**src/rtl/sram_ctrl_pkg.sv**
```systemverilog
package sram_ctrl_pkg;

    typedef enum logic [2:0] {
        PH_IDLE   = 3'd0,
        PH_SETUP  = 3'd1,
        PH_DATA   = 3'd2,
        PH_STROBE = 3'd3,
        PH_HOLD   = 3'd4
    } phase_e;

    typedef struct packed {
        logic cs_n;
        logic oe_n;
        logic we_n;
        logic dq_oe;
    } pin_ctl_t;

    localparam pin_ctl_t PINS_IDLE = '{cs_n: 1'b1, oe_n: 1'b1, we_n: 1'b1, dq_oe: 1'b0};

    function automatic int unsigned ns_to_cycles(input int unsigned ns, input int unsigned clk_ns);
        return (ns + clk_ns - 1) / clk_ns;
    endfunction

    function automatic int unsigned max_u(input int unsigned a, input int unsigned b);
        return (a > b) ? a : b;
    endfunction

    function automatic int unsigned read_len(input int unsigned rd_ns, input int unsigned clk_ns);
        return max_u(ns_to_cycles(rd_ns, clk_ns), 2);
    endfunction

    function automatic int unsigned write_len(input int unsigned wr_ns, input int unsigned rd_ns,
                                              input int unsigned clk_ns);
        return max_u(max_u(ns_to_cycles(wr_ns, clk_ns), 3), read_len(rd_ns, clk_ns));
    endfunction

    // Pin levels to hold during a phase of a load or store
    function automatic pin_ctl_t pins_for(input phase_e ph, input logic wr);
        pin_ctl_t p;
        p = PINS_IDLE;
        case (ph)
            PH_SETUP:  p.cs_n = 1'b0;
            PH_DATA: begin
                p.cs_n  = 1'b0;
                p.dq_oe = wr;
            end
            PH_STROBE: begin
                p.cs_n  = 1'b0;
                p.oe_n  = wr;
                p.we_n  = ~wr;
                p.dq_oe = wr;
            end
            PH_HOLD: begin
                p.cs_n  = 1'b0;
                p.dq_oe = wr;
            end
            default: p = PINS_IDLE;
        endcase
        return p;
    endfunction

endpackage

```
**src/rtl/sram_wait_counter.sv**
```systemverilog
module sram_wait_counter #(
    parameter int CNT_W = 3
) (
    input  logic             clk,
    input  logic             rst,
    input  logic             load,
    input  logic [CNT_W-1:0] load_val,
    output logic             expired
);

    logic [CNT_W-1:0] cnt_q;

    always_ff @(posedge clk) begin
        if (rst) begin
            cnt_q <= '0;
        end else if (load) begin
            cnt_q <= load_val;
        end else if (cnt_q != '0) begin
            cnt_q <= cnt_q - 1'b1;
        end
    end

    assign expired = (cnt_q == '0);

    // a loaded window counts down one per cycle
    assert_count_step_R9: assert property (@(posedge clk) disable iff (rst)
        (!load && !expired) |=> (cnt_q == $past(cnt_q) - 1'b1));

endmodule

```
**src/rtl/sram_phase_fsm.sv**
```systemverilog
module sram_phase_fsm
    import sram_ctrl_pkg::*;
#(
    parameter int CNT_W = 3,
    parameter int WR_LOAD = 1,
    parameter int RD_LOAD = 2
) (
    input  logic             clk,
    input  logic             rst,
    input  logic             req_valid,
    input  logic             req_write,
    input  logic             cnt_expired,
    output logic             ready,
    output logic             accept,
    output phase_e           phase,
    output phase_e           next_phase,
    output logic             next_write,
    output logic             cnt_load,
    output logic [CNT_W-1:0] cnt_val,
    output logic             capture,
    output logic             finish
);

    localparam logic [CNT_W-1:0] WR_LOAD_V = CNT_W'(WR_LOAD);
    localparam logic [CNT_W-1:0] RD_LOAD_V = CNT_W'(RD_LOAD);

    phase_e phase_q;
    logic   op_write_q;

    assign ready  = (phase_q == PH_IDLE);
    assign accept = req_valid && ready;

    always_comb begin
        next_phase = phase_q;
        case (phase_q)
            PH_IDLE:   if (accept) next_phase = PH_SETUP;
            PH_SETUP:  next_phase = op_write_q ? PH_DATA : PH_STROBE;
            PH_DATA:   next_phase = PH_STROBE;
            PH_STROBE: if (cnt_expired) next_phase = op_write_q ? PH_HOLD : PH_IDLE;
            PH_HOLD:   next_phase = PH_IDLE;
            default:   next_phase = PH_IDLE;
        endcase
    end

    always_ff @(posedge clk) begin
        if (rst) begin
            phase_q    <= PH_IDLE;
            op_write_q <= 1'b0;
        end else begin
            phase_q <= next_phase;
            if (accept) op_write_q <= req_write;
        end
    end

    assign phase      = phase_q;
    assign next_write = accept ? req_write : op_write_q;
    assign cnt_load   = (next_phase == PH_STROBE) && (phase_q != PH_STROBE);
    assign cnt_val    = op_write_q ? WR_LOAD_V : RD_LOAD_V;
    assign capture    = (phase_q == PH_STROBE) && cnt_expired && !op_write_q;
    assign finish     = (phase_q != PH_IDLE) && (next_phase == PH_IDLE);

    // once a request is taken the port reports busy
    assert_busy_after_accept_R2: assert property (@(posedge clk) disable iff (rst)
        accept |=> !ready);

    // the direction of a transfer cannot change while it runs
    assert_op_locked_R2: assert property (@(posedge clk) disable iff (rst)
        (!ready && !$past(accept)) |-> $stable(op_write_q));

endmodule

```
**src/rtl/sram_pin_driver.sv**
```systemverilog
module sram_pin_driver
    import sram_ctrl_pkg::*;
#(
    parameter int ADDR_W = 8,
    parameter int DATA_W = 16
) (
    input  logic              clk,
    input  logic              rst,
    input  logic              accept,
    input  logic [ADDR_W-1:0] req_addr,
    input  logic [DATA_W-1:0] req_wdata,
    input  phase_e            next_phase,
    input  logic              next_write,
    input  logic              capture,
    input  logic              finish,
    input  logic [DATA_W-1:0] mem_dq_i,
    output pin_ctl_t          pins,
    output logic [ADDR_W-1:0] mem_addr,
    output logic [DATA_W-1:0] mem_dq_o,
    output logic [DATA_W-1:0] rdata,
    output logic              done
);

    pin_ctl_t          pins_q;
    logic [ADDR_W-1:0] addr_q;
    logic [DATA_W-1:0] wdata_q;
    logic [DATA_W-1:0] rdata_q;
    logic              done_q;

    always_ff @(posedge clk) begin
        if (rst) begin
            pins_q  <= PINS_IDLE;
            addr_q  <= '0;
            wdata_q <= '0;
            rdata_q <= '0;
            done_q  <= 1'b0;
        end else begin
            pins_q <= pins_for(next_phase, next_write);
            if (accept) begin
                addr_q  <= req_addr;
                wdata_q <= req_wdata;
            end
            if (capture) rdata_q <= mem_dq_i;
            done_q <= finish;
        end
    end

    assign pins     = pins_q;
    assign mem_addr = addr_q;
    assign mem_dq_o = wdata_q;
    assign rdata    = rdata_q;
    assign done     = done_q;

    // the two strobes never overlap
    assert_strobe_exclusive_R7: assert property (@(posedge clk) disable iff (rst)
        !(!pins_q.oe_n && !pins_q.we_n));

    // any strobe implies the memory is selected
    assert_select_with_strobe_R7: assert property (@(posedge clk) disable iff (rst)
        (!pins_q.oe_n || !pins_q.we_n) |-> !pins_q.cs_n);

    // data is already driven in the cycle before the write strobe falls
    assert_data_before_strobe_R3: assert property (@(posedge clk) disable iff (rst)
        $fell(pins_q.we_n) |-> ($past(pins_q.dq_oe) && $stable(addr_q) && $stable(wdata_q)));

    // one hold cycle after the write strobe rises
    assert_write_hold_R4: assert property (@(posedge clk) disable iff (rst)
        $rose(pins_q.we_n) |-> (!pins_q.cs_n && pins_q.dq_oe && $stable(addr_q) && $stable(wdata_q)));

    // never drive the data lines while the memory drives them
    assert_no_drive_on_read_R11: assert property (@(posedge clk) disable iff (rst)
        !pins_q.oe_n |-> !pins_q.dq_oe);

    // completion is a single-cycle pulse with the pins idle
    assert_done_pulse_R8: assert property (@(posedge clk) disable iff (rst)
        done_q |=> !done_q);
    assert_done_idle_R8: assert property (@(posedge clk) disable iff (rst)
        done_q |-> (pins_q == PINS_IDLE));

endmodule

```
**src/rtl/sram_async_ctrl.sv**
```systemverilog
module sram_async_ctrl
    import sram_ctrl_pkg::*;
#(
    parameter int ADDR_W = 8,
    parameter int DATA_W = 16,
    parameter int CLK_NS = 20,
    parameter int READ_NS = 65,
    parameter int WRITE_NS = 80
) (
    input  logic              clk,
    input  logic              rst,
    input  logic              req_valid,
    input  logic              req_write,
    input  logic [ADDR_W-1:0] req_addr,
    input  logic [DATA_W-1:0] req_wdata,
    output logic              req_ready,
    output logic              rsp_done,
    output logic [DATA_W-1:0] rsp_rdata,
    output logic [ADDR_W-1:0] mem_addr,
    output logic [DATA_W-1:0] mem_dq_o,
    output logic              mem_dq_oe,
    input  logic [DATA_W-1:0] mem_dq_i,
    output logic              mem_cs_n,
    output logic              mem_oe_n,
    output logic              mem_we_n
);

    localparam int RD_CYC  = int'(read_len(READ_NS, CLK_NS));
    localparam int WR_CYC  = int'(write_len(WRITE_NS, READ_NS, CLK_NS));
    localparam int WR_LOAD = WR_CYC - 3;   // strobe spans cycles 3..WR_CYC
    localparam int RD_LOAD = RD_CYC - 2;   // strobe spans cycles 2..RD_CYC
    localparam int CNT_W   = $clog2(WR_CYC + 1);

    phase_e            phase;
    phase_e            next_phase;
    logic              accept;
    logic              next_write;
    logic              cnt_load;
    logic [CNT_W-1:0]  cnt_val;
    logic              cnt_expired;
    logic              capture;
    logic              finish;
    pin_ctl_t          pins;

    sram_phase_fsm #(
        .CNT_W   (CNT_W),
        .WR_LOAD (WR_LOAD),
        .RD_LOAD (RD_LOAD)
    ) u_fsm (
        .clk         (clk),
        .rst         (rst),
        .req_valid   (req_valid),
        .req_write   (req_write),
        .cnt_expired (cnt_expired),
        .ready       (req_ready),
        .accept      (accept),
        .phase       (phase),
        .next_phase  (next_phase),
        .next_write  (next_write),
        .cnt_load    (cnt_load),
        .cnt_val     (cnt_val),
        .capture     (capture),
        .finish      (finish)
    );

    sram_wait_counter #(
        .CNT_W (CNT_W)
    ) u_wait (
        .clk      (clk),
        .rst      (rst),
        .load     (cnt_load),
        .load_val (cnt_val),
        .expired  (cnt_expired)
    );

    sram_pin_driver #(
        .ADDR_W (ADDR_W),
        .DATA_W (DATA_W)
    ) u_pins (
        .clk        (clk),
        .rst        (rst),
        .accept     (accept),
        .req_addr   (req_addr),
        .req_wdata  (req_wdata),
        .next_phase (next_phase),
        .next_write (next_write),
        .capture    (capture),
        .finish     (finish),
        .mem_dq_i   (mem_dq_i),
        .pins       (pins),
        .mem_addr   (mem_addr),
        .mem_dq_o   (mem_dq_o),
        .rdata      (rsp_rdata),
        .done       (rsp_done)
    );

    assign mem_cs_n  = pins.cs_n;
    assign mem_oe_n  = pins.oe_n;
    assign mem_we_n  = pins.we_n;
    assign mem_dq_oe = pins.dq_oe;

    // address pins do not move while a transfer is under way
    assert_addr_locked_R2: assert property (@(posedge clk) disable iff (rst)
        (!mem_cs_n && $past(!mem_cs_n)) |-> $stable(mem_addr));

    // fresh read data only appears with a load completion
    assert_rdata_changes_on_done_R6: assert property (@(posedge clk) disable iff (rst)
        !$stable(rsp_rdata) |-> rsp_done);

    // completion follows the memory being deselected
    assert_done_after_select_R8: assert property (@(posedge clk) disable iff (rst)
        $rose(rsp_done) |-> $rose(mem_cs_n));

    // the phase register only leaves idle via an accepted request
    assert_idle_exit_R9: assert property (@(posedge clk) disable iff (rst)
        ($past(phase) == PH_IDLE && phase != PH_IDLE) |-> $past(accept));

endmodule

```
**config.mk**
```make
export PLATFORM = sky130hd
export DESIGN_NAME = sram_async_ctrl
export DESIGN_NICKNAME = d
export VERILOG_FILES = /design/src/rtl/sram_ctrl_pkg.sv /design/src/rtl/sram_wait_counter.sv /design/src/rtl/sram_phase_fsm.sv /design/src/rtl/sram_pin_driver.sv /design/src/rtl/sram_async_ctrl.sv
export SDC_FILE = /design/constraint.sdc
export NUM_CORES = 1
export LEC_CHECK = 0
export BUFFER_PORTS_ARGS = -buffer_cell sky130_fd_sc_hd__buf_2
export CAP_MARGIN = 20
export CORE_UTILIZATION = 43
export CTS_BUF_LIST = sky130_fd_sc_hd__clkbuf_8
export DETAILED_ROUTE_END_ITERATION = 10
export GPL_TIMING_DRIVEN = 0
export PLACE_DENSITY = 0.73
export RECOVER_POWER = 50
export SLEW_MARGIN = 20
export SYNTH_ARGS = -nofsm -noshare
export SYNTH_HDL_FRONTEND = slang
export SYNTH_SLANG_ARGS = --single-unit
export TNS_END_PERCENT = 30
```
**constraint.sdc**
```tcl
create_clock -name clk -period 1.8 [get_ports clk]
set_input_delay 0 -clock clk [delete_from_list [all_inputs] [get_ports clk]]
set_output_delay 0 -clock clk [all_outputs]
set_load 0.02 [all_outputs]
```
Yosys cells after proc, flatten, opt, wreduce, memory -nomap -nowiden:

Cells that the tools add are included.

* flip-flop bits (word level): 52
* input port bits: 44
* word-level logic and storage cells: 49

* $add $sub $neg: 1
* equality and inequality tests: 8
* muxes and demuxes: 10
* bitwise operators: 3
* reduce and logical (&&, ||, !) cells: 16

Operators by type and width (count)
* 3-bit two-way mux: 5
* 3-bit by 2-bit == test with 1-bit output (second input constant): 4
* 3-bit case mux with 4 select lines: 1
* 3-bit zero test: 3
* 3-bit by 1-bit == test with 1-bit output (second input constant): 2
* 3-bit nonzero test: 2
* 1-bit logical AND: 5
* 2-bit OR reduction: 2
* 4-bit OR reduction: 1
* 3-bit == test (second input constant): 1
* 1-bit two-way mux: 3
* 3-bit by 2-bit != test with 1-bit output (second input constant): 1
* 1-bit inverter: 3
* 3-bit OR reduction: 1
* 3-bit by 1-bit subtractor with 3-bit output (second input constant): 1
* 2-bit two-way mux: 1
* 2-bit nonzero test: 1
* 1-bit zero test: 1

Logic depth before layout (Yosys ltp):

Gate-level depths: netlist of run 1.

* word-level depth: 8
* gate-level depth with buffers: 8
* depth with buffers taken out: 6

Hierarchy:

From an unflattened synthesis of run 1, not the netlist that was laid out.

* cell total of the unflattened synthesis: 200
* area total of the unflattened synthesis: 2094.5 um^2

By module, submodules not included
* sram_pin_driver: times used 1, cells each 145, area an instance 1601.5 um^2
* sram_phase_fsm: times used 1, cells each 33, area an instance 286.5 um^2
* sram_wait_counter: times used 1, cells each 22, area an instance 206.4 um^2

Worst setup path before layout of run 1:

OpenSTA, ideal clock, no wires.

* kind: reg2reg
* start point: register u_fsm.phase_q[0], in the netlist u_fsm.phase[0]
* end point: register u_pins.addr_q[4], in the netlist u_pins.mem_addr[4]
* arrival time: 1591 ps
* setup slack: 77 ps
* cell stages (with the launch flop): 7
* buffers on the path: 2
* clock period less this slack: 1723 ps
* cell sequence: dfxtp_1 buf_6 nor3_1 nand2_1 buf_2 nand2_1 a21oi_1

* word-level cells in the longest chain between the ends: 2

Ends and longest elaborated chain
* start: declaration: line sram_phase_fsm.sv:27 `phase_e phase_q;`
* start signal: assignment: line sram_phase_fsm.sv:50 `phase_q <= next_phase;`
* 3-bit zero test: line sram_phase_fsm.sv:30 `assign ready = (phase_q == PH_IDLE);`
* net req_ready: line sram_async_ctrl.sv:16 `output logic req_ready,`
* 1-bit logical AND: line sram_phase_fsm.sv:31 `assign accept = req_valid && ready;`
* end signal: assignment: line sram_pin_driver.sv:40 `addr_q <= req_addr;`
* end: declaration: line sram_pin_driver.sv:25 `logic [ADDR_W-1:0] addr_q;`

The timed path passes the listed nets, and every way through them passes these cells.
A chain may end at the register's enable or synchronous reset.

Worst setup path after layout of run 1:

* start point: register u_wait.cnt_q[0]
* end point: register u_pins.rdata_q[6], in the netlist u_pins.rdata[6]

* word-level cells in the longest chain between the ends: 3

Ends and longest elaborated chain
* start: declaration: line sram_wait_counter.sv:11 `logic [CNT_W-1:0] cnt_q;`
* start signal: assignment: line sram_wait_counter.sv:17 `cnt_q <= load_val;`
* start signal: assignment: line sram_wait_counter.sv:19 `cnt_q <= cnt_q - 1'b1;`
* 3-bit zero test: line sram_wait_counter.sv:23 `assign expired = (cnt_q == '0);`
* 1-bit logical AND (2 in a row): line sram_phase_fsm.sv:59 `assign capture = (phase_q == PH_STROBE) && cnt_expired && !op_write_q;`
* end signal: assignment: line sram_pin_driver.sv:43 `if (capture) rdata_q <= mem_dq_i;`
* end: declaration: line sram_pin_driver.sv:27 `logic [DATA_W-1:0] rdata_q;`

Every way passes these cells.

==> results.md, run 1 <==
- Worst path buffer plus inverter count: 3
- Place WS: 0.00786 ns
- GP Congestion: 0.717
- Setup TNS: 0 ns
- Reg2reg start: u_wait.cnt_q[0]
- Crit path from: u_wait.cnt_q[0]
- ANT nets after route: 0
- Mux share of post-synthesis cell area: 0.0221
- Core Region: 0.00438 mm^2
- Routed WL per cell: 12.1 um
- Met3 Usage GRT: 0.0451
- Outcome: completed
- CTS buffer count: 5
- Worst Hold End: u_pins.pins[1]
- Netlist cell types: 30
- Iteration count of the initial detailed-routing pass: 4
- Register-to-Register Path Depth: 8
- Final hold vios: 0
- Critical path startpoint category: register
- CTS tree: yes
- Hold Crit Class: in2reg
- CP Class: reg2reg
- Commonest non-fill, non-tap cells in the layout: nand2_1, dfxtp_1, clkbuf_1, buf_2, a21oi_1
- Setup Viol. Count Final: 0
- Ant diodes: 0
- Crit-path max FO: 10
- Vias in the first global route: 1928
- Critical Path RT: 1.97 ns
- Initial antenna violation count: 0
- Most Crowded Layer GR: met2
- Reg-to-reg slack, setup: 0.11 ns
- Slew margin rel.: 0.672
- IO Count: 90
- Largest net degree at the start of global routing: 17
- HP Start: req_write
- GRT Residual Overflow: 0
- FMAX: 593 MHz
- Pwr Density: 1090 mW/mm^2
- Syn nets: 278
- Max IR drop VDD: 0.468 mV
- Global-route wire length before repair: 8400 um
- Met1 Use GR: 0.269
- Avg Synthesized Cell Area: 8.53 um^2
- Worst r2r dst: u_pins.rdata[6]
- Layout cells sized above 1: 0.189
- Overall die area: 0.00488 mm^2
- Clock latency on the worst-skew pair: 0.30 ns
- Measured slew at the worst slew-check pin: 0.492 ns
- H-tree depth: 2
- Synth Register Bits: 52
- Seq/Total Area, Yosys: 0.526
- Cells along the critical path: inv_1, ha_1, nand4b_4, or3_1, buf_6, buf_8, nand2_1, a21oi_1
- XOR/XNOR Fraction of Synth Area: 0.00442
- Unrepaired setup endpoints after global routing: no
- Crit path capture type: register
- Hold Crit Depth: 3
- Syn Std Cell Area: 0.00198 mm^2
- CP max stage delay: 0.34 ns
- Hpwl dp: 3230 um
- Via count: 1991
- Setup Skew: 0.00472 ns
- Worst path depth: 8
- Port bufs: 89
- Max Cap Violations: 0
- Worst setup slack after layout: 0.114 ns
- Yosys warns: 0
- Iteration-0 DRC Markers: 65
- Clk slew on worst S/H paths: 0.09 ns
- Commonest non-fill, non-tap cell in the layout: nand2_1
- Synth Area in Adders: 0.0126
- Routed WL: 5090 um
- Met2 GRT Util: 0.366
- Post-CTS Setup Repair Bufs: 0
- Number of remaining DRC errors: 0
- Die outline height: 69.8 um
- Final Max Slew Viols: 0
- Tot GR Track Use: 0.215
- Nets: 415
- P&R area growth vs syn: 52.0%
- Synthesized-area fraction occupied by and/or/nand/nor cells: 0.251
- Die X: 69.8 um
- Root Driver: clkbuf_8
- CP top delay family: simple AND/OR/NAND/NOR gates
- Max Root-Sink Buffers: 2
- Worst Hold Slack: 0.0780 ns
- Via-to-Cell Ratio: 4.72
- Mapped Cells: 232
- TritonCTS Sinks: 52
- Critical Path AT: 1.85 ns
- Fin crit share: 0.937
- Largest family of logic cells by synthesized area: simple AND/OR/NAND/NOR gates
- Initial Utilization: 0.451
- # rows: 24
- Synth Area in Compound Gates: 0.123
- Slowest CP cell: or3_1
- Pleak: 1.21 nW
- Tmin final: 1.69 ns
cell usage after synthesis:
master | n | area share
nand2_1 | 83 | 0.16
dfxtp_1 | 52 | 0.53
a21oi_1 | 42 | 0.11
nor2_1 | 9 | 0.017
clkbuf_1 | 5 | 0.0095
buf_2 | 4 | 0.010
buf_6 | 4 | 0.023
nor2b_1 | 3 | 0.0095
nor3_1 | 3 | 0.0076
o21ai_0 | 3 | 0.0076
buf_4 | 2 | 0.0076
ha_1 | 2 | 0.013
inv_1 | 2 | 0.0038
mux2_2 | 2 | 0.011
a2111oi_0 | 1 | 0.0044
a21oi_2 | 1 | 0.0044
and2_1 | 1 | 0.0032
buf_8 | 1 | 0.0076
mux2_1 | 1 | 0.0057
mux2i_1 | 1 | 0.0051
nand3b_1 | 1 | 0.0038
nand4b_4 | 1 | 0.012
nor3_2 | 1 | 0.0051
nor3_4 | 1 | 0.0082
nor3b_1 | 1 | 0.0038
nor4b_1 | 1 | 0.0044
nor4b_4 | 1 | 0.012
or3_1 | 1 | 0.0032
or4_1 | 1 | 0.0038
xnor2_1 | 1 | 0.0044
layer usage:
| layer | wire [um] | vias to the layer above |
|---|---|---|
| met3 | 210 | 4 |
| met1 | 2280 | 903 |
| met5 | 0 | - |
| met4 | 46 | 0 |
| li1 | - | 1028 |
| met2 | 2550 | 56 |
cells by family after synthesis:
kind of cell / after synthesis
compound gates: 47
xor+xnor: 1
fa+ha+maj: 2
buf+inv: 18
flops: 52
mux: 4
simple gates: 108
how the worst max path moves through the flow:
stage | end | slack [ns]
finish | u_pins.rdata[6] | 0.11
global route | u_pins.rdata[5] | 0.02
detailed placement | u_wait.cnt_q[1] | 0.008
CTS | u_wait.cnt_q[1] | 0.08
global placement | u_wait.cnt_q[1] | 0.02
floorplan | u_pins.mem_addr[4] | 0.08
worst min-delay path, delay by kind of cell:
| kind | cells | cell delay [ns] |
|---|---|---|
| AO/OA/AOI/OAI | 1 | 0.10 |
| buffers and inverters | 1 | 0.08 |
| AND/OR/NAND/NOR | 1 | 0.15 |
repair_timing:
action                                  in CTS  in global routing
hold endpoints to repair                    42                  0
hold buffers                                41                  0
endpoints found under the setup margin       1                  1
gates cloned                                 0                  0
gates resized for setup                      1                  1
final cells by class:
type	count	area (um^2)
inverters	2	7.51
repair buffers	130	798
flip-flops and latches	52	1040
plain buffers	16	114
multi-input cells	162	825
clock buffers	5	68.8
clock inverters	3	90.1
fillers	395	1380
well taps	52	65.1
power breakdown:
| group | total [mW] | internal, mW | switching, mW | leakage [nW] |
|---|---|---|---|---|
| combinational | 0.885 | 0.396 | 0.489 | 0.707 |
| sequential | 1.33 | 1.27 | 0.0607 | 0.424 |
| clock | 1.06 | 0.694 | 0.364 | 0.0784 |
| total | 3.27 | 2.36 | 0.914 | 1.21 |
registers in the layout (all words and copies together) (netlist names):
register / flops
u_pins.rdata: 16
u_fsm.phase: 3
u_pins.pins: 4
u_fsm.op_write_q: 1
u_pins.done: 1
u_wait.cnt_q: 3
u_pins.mem_dq_o: 16
u_pins.mem_addr: 8
through the flow:
stage | total power [mW] | area, um^2 | instances | util
floorplan | 1.93 | 1980 | 232 | -
global placement | 2.13 | 2490 | 373 | 0.568
detailed placement | 2.15 | 2490 | 373 | 0.568
CTS | 3.30 | 3060 | 422 | 0.698
global route | 3.46 | 3010 | 422 | 0.686
finish | 3.27 | 3010 | 422 | 0.686
No activity file was read; power rests on OpenSTA's default activity.
==> inputs of run 2 (changes only) <==
CORE_ASPECT_RATIO = 1.75   (was not set)
==> run 2 against run 1 <==
Effect of this change:
- core utilization fell by 1.9 points
- sequential power is essentially flat
- critical path depth down 2
- cell count fell by 0.24%
- total power shrank 11%
- first-iteration DRC count down 20%
- setup slack better by 0.020 ns
- critical path type unchanged
- largest cell class unchanged
==> results.md, run 2 (synthesized netlist as in run 1, its figures left out) <==
- CP Class: reg2reg
- CP endpoint: u_wait.cnt_q[1]
- Hpwl dp: 3370 um (+4.3%)
- Crit path from: u_wait.cnt_q[0]
- Outcome: completed
- Commonest non-fill, non-tap cells in the layout: nand2_1, dfxtp_1, clkbuf_1, buf_2, a21oi_1
- Commonest non-fill, non-tap cell in the layout: nand2_1
- Core Region: 0.00440 mm^2 (+0.46%)
- GP Congestion: 0.815 (+14%)
- Vias in the first global route: 1924 (-0.21%)
- Max IR drop VDD: 1.03 mV (+120%)
- Critical path startpoint category: register
- Iteration count of the initial detailed-routing pass: 5 (+1)
- Cells along the critical path: inv_1, ha_1, nor2b_4, mux2_2, mux2_1, nor2_1
- Setup Viol. Count Final: 0 (unchanged)
- Routed WL per cell: 12.3 um (+2.3%)
- Ant diodes: 0 (unchanged)
- Placed cells: 372 (-0.27%)
- Max Root-Sink Buffers: 2 (unchanged)
- Worst r2r dst: u_wait.cnt_q[1]
- H-tree depth: 2 (unchanged)
- Via count: 2010 (+0.95%)
- Nets: 415 (unchanged)
- Crit-path max FO: 5 (-5)
- Tot GR Track Use: 0.218 (+0.00338)
- CTS tree: yes
- Sw Ratio: 0.321 (+0.0412)
- Root Driver: clkbuf_8
- Layout cells sized above 1: 0.189 (unchanged)
- Worst setup slack after layout: 0.134 ns (+0.0204 ns)
- Worst path buffer plus inverter count: 1 (-2)
- HP Start: req_write
- Final Max Slew Viols: 0 (unchanged)
- Critical Path RT: 2.04 ns (+0.07 ns)
- GRT Residual Overflow: 0 (unchanged)
- Measured slew at the worst slew-check pin: 0.457 ns (-0.0352 ns)
- Crit path capture type: register
- Final hold vios: 0 (unchanged)
- Slowest CP cell: mux2_2
- Initial antenna violation count: 0 (unchanged)
- Die X: 53.3 um (-24%)
- Place WS: -0.0286 ns (-0.0365 ns)
- IO Count: 90 (unchanged)
- CP top delay family: multiplexers
- Flop pwr share: 0.456 (+0.050)
- Clock latency on the worst-skew pair: 0.31 ns (about the same)
- Overall die area: 0.00489 mm^2 (+0.22%)
- Register-to-Register Path Depth: 6 (-2)
- Clock power frac: 0.238 (-0.086)
- Routed WL: 5190 um (+2.1%)
- # rows: 32 (+33%)
- Port bufs: 89 (unchanged)
- Clk slew on worst S/H paths: 0.08 ns (about the same)
- Reg-to-reg slack, setup: 0.13 ns (+0.02 ns)
- Via-to-Cell Ratio: 4.77 (+1.2%)
- Unrepaired setup endpoints after global routing: no
- Max Cap Violations: 0 (unchanged)
- Reg2reg start: u_wait.cnt_q[0]
- Worst path depth: 6 (-2)
- CP max stage delay: 0.35 ns (about the same)
- Pint: 1.98 mW (-16%)
- ANT nets after route: 0 (unchanged)
- Fin crit share: 0.925 (-0.0113)
- TritonCTS Sinks: 52 (unchanged)
- Critical Path AT: 1.90 ns (+0.05 ns)
- Setup TNS: 0 ns (unchanged)
- Pleak: 1.18 nW (-2.3%)
- P&R area growth vs syn: 48.5%
- Tmin final: 1.67 ns (-0.0204 ns)
- Hold Crit Class: in2reg
- Total power: 2.91 mW (-11%)
- FMAX: 600 MHz (+1.2%)
- Final std cells w/o fill: 421 (-0.24%)
- Setup Skew: 0.0140 ns (+0.00928 ns)
- CTS buffer count: 5 (unchanged)
- Slew margin rel.: 0.695 (+0.0235)
- Pwr Density: 990 mW/mm^2 (-8.9%)
- Global-route wire length before repair: 8040 um (-4.4%)
- Largest net degree at the start of global routing: 17 (unchanged)
- Number of remaining DRC errors: 0 (unchanged)
- Die outline height: 91.8 um (+31%)
- Iteration-0 DRC Markers: 52 (-20%)
- Sw power: 0.933 mW (+2.0%)
- Initial Utilization: 0.449 (-0.00205)
- Comb power frac: 0.306 (+0.035)
- Fill count: 386 (-2.3%)
## run 2: layer usage
layer	up-vias	part of all wire	GRT usage
li1	1029	-	-
met3	15	0.049	0.0481
met2	61	0.55	0.406
met5	-	0	0
met4	0	0.029	0.110
met1	905	0.37	0.205
## run 2: worst register-to-register path: stages (launching register included)
cell	delay (ns)
dfxtp_1	0.33
inv_1	0.08
ha_1	0.24
nor2b_4	0.25
mux2_2	0.35
mux2_1	0.30
nor2_1	0.08
## run 2: how the worst min path moves through the flow
stage | end | depth (start not counted) | slack, ns
after floorplan | u_fsm.phase[0] | 1 | 0.09
after global placement | u_fsm.phase[0] | 2 | 0.23
after detailed placement | u_fsm.phase[0] | 2 | 0.24
after CTS | u_pins.pins[2] | 4 | 0.08
after global routing | u_pins.pins[2] | 4 | 0.10
final | u_pins.pins[2] | 4 | 0.08
## run 2: power groups by stage
| stage | logic [mW] | registers [mW] | clock network, mW |
|---|---|---|---|
| 3_5_place_dp | 0.813 | 1.35 | 0 |
| 3_3_place_gp | 0.793 | 1.34 | 0 |
| 4_1_cts | 0.891 | 1.32 | 0.705 |
| 2_1_floorplan | 0.489 | 1.44 | 0 |
| 5_1_grt | 0.980 | 1.34 | 0.748 |
| 6_report | 0.890 | 1.33 | 0.693 |
## run 2: per-stage QoR
step / hold WS [ns] / area [um^2] / util
4_1_cts: 0.0813 / 3000 / 0.681
6_report: 0.0829 / 2940 / 0.667
3_5_place_dp: 0.239 / 2490 / 0.565
5_1_grt: 0.101 / 2940 / 0.667
2_1_floorplan: 0.0897 / 1980 / -
3_3_place_gp: 0.234 / 2490 / 0.565
## run 2: layout make-up
class,instances,area (um^2),area share
sequential,52,1040,0.354
multi-input combinational,162,825,0.281
timing repair buffer,130,798,0.272
buffer,16,108,0.0366
clock buffer,6,82.6,0.0281
tap,51,63.8,0.0217
clock inverter,2,13.8,0.00468
inverter,2,7.51,0.00255
## run 2: what timing repair did
action,4_1_cts,5_1_grt
hold buffers,41,0
buffers inserted,0,0
gates cloned,0,0
hold endpoints to repair,42,0
endpoints found under the setup margin,1,1
gates resized for setup,1,1
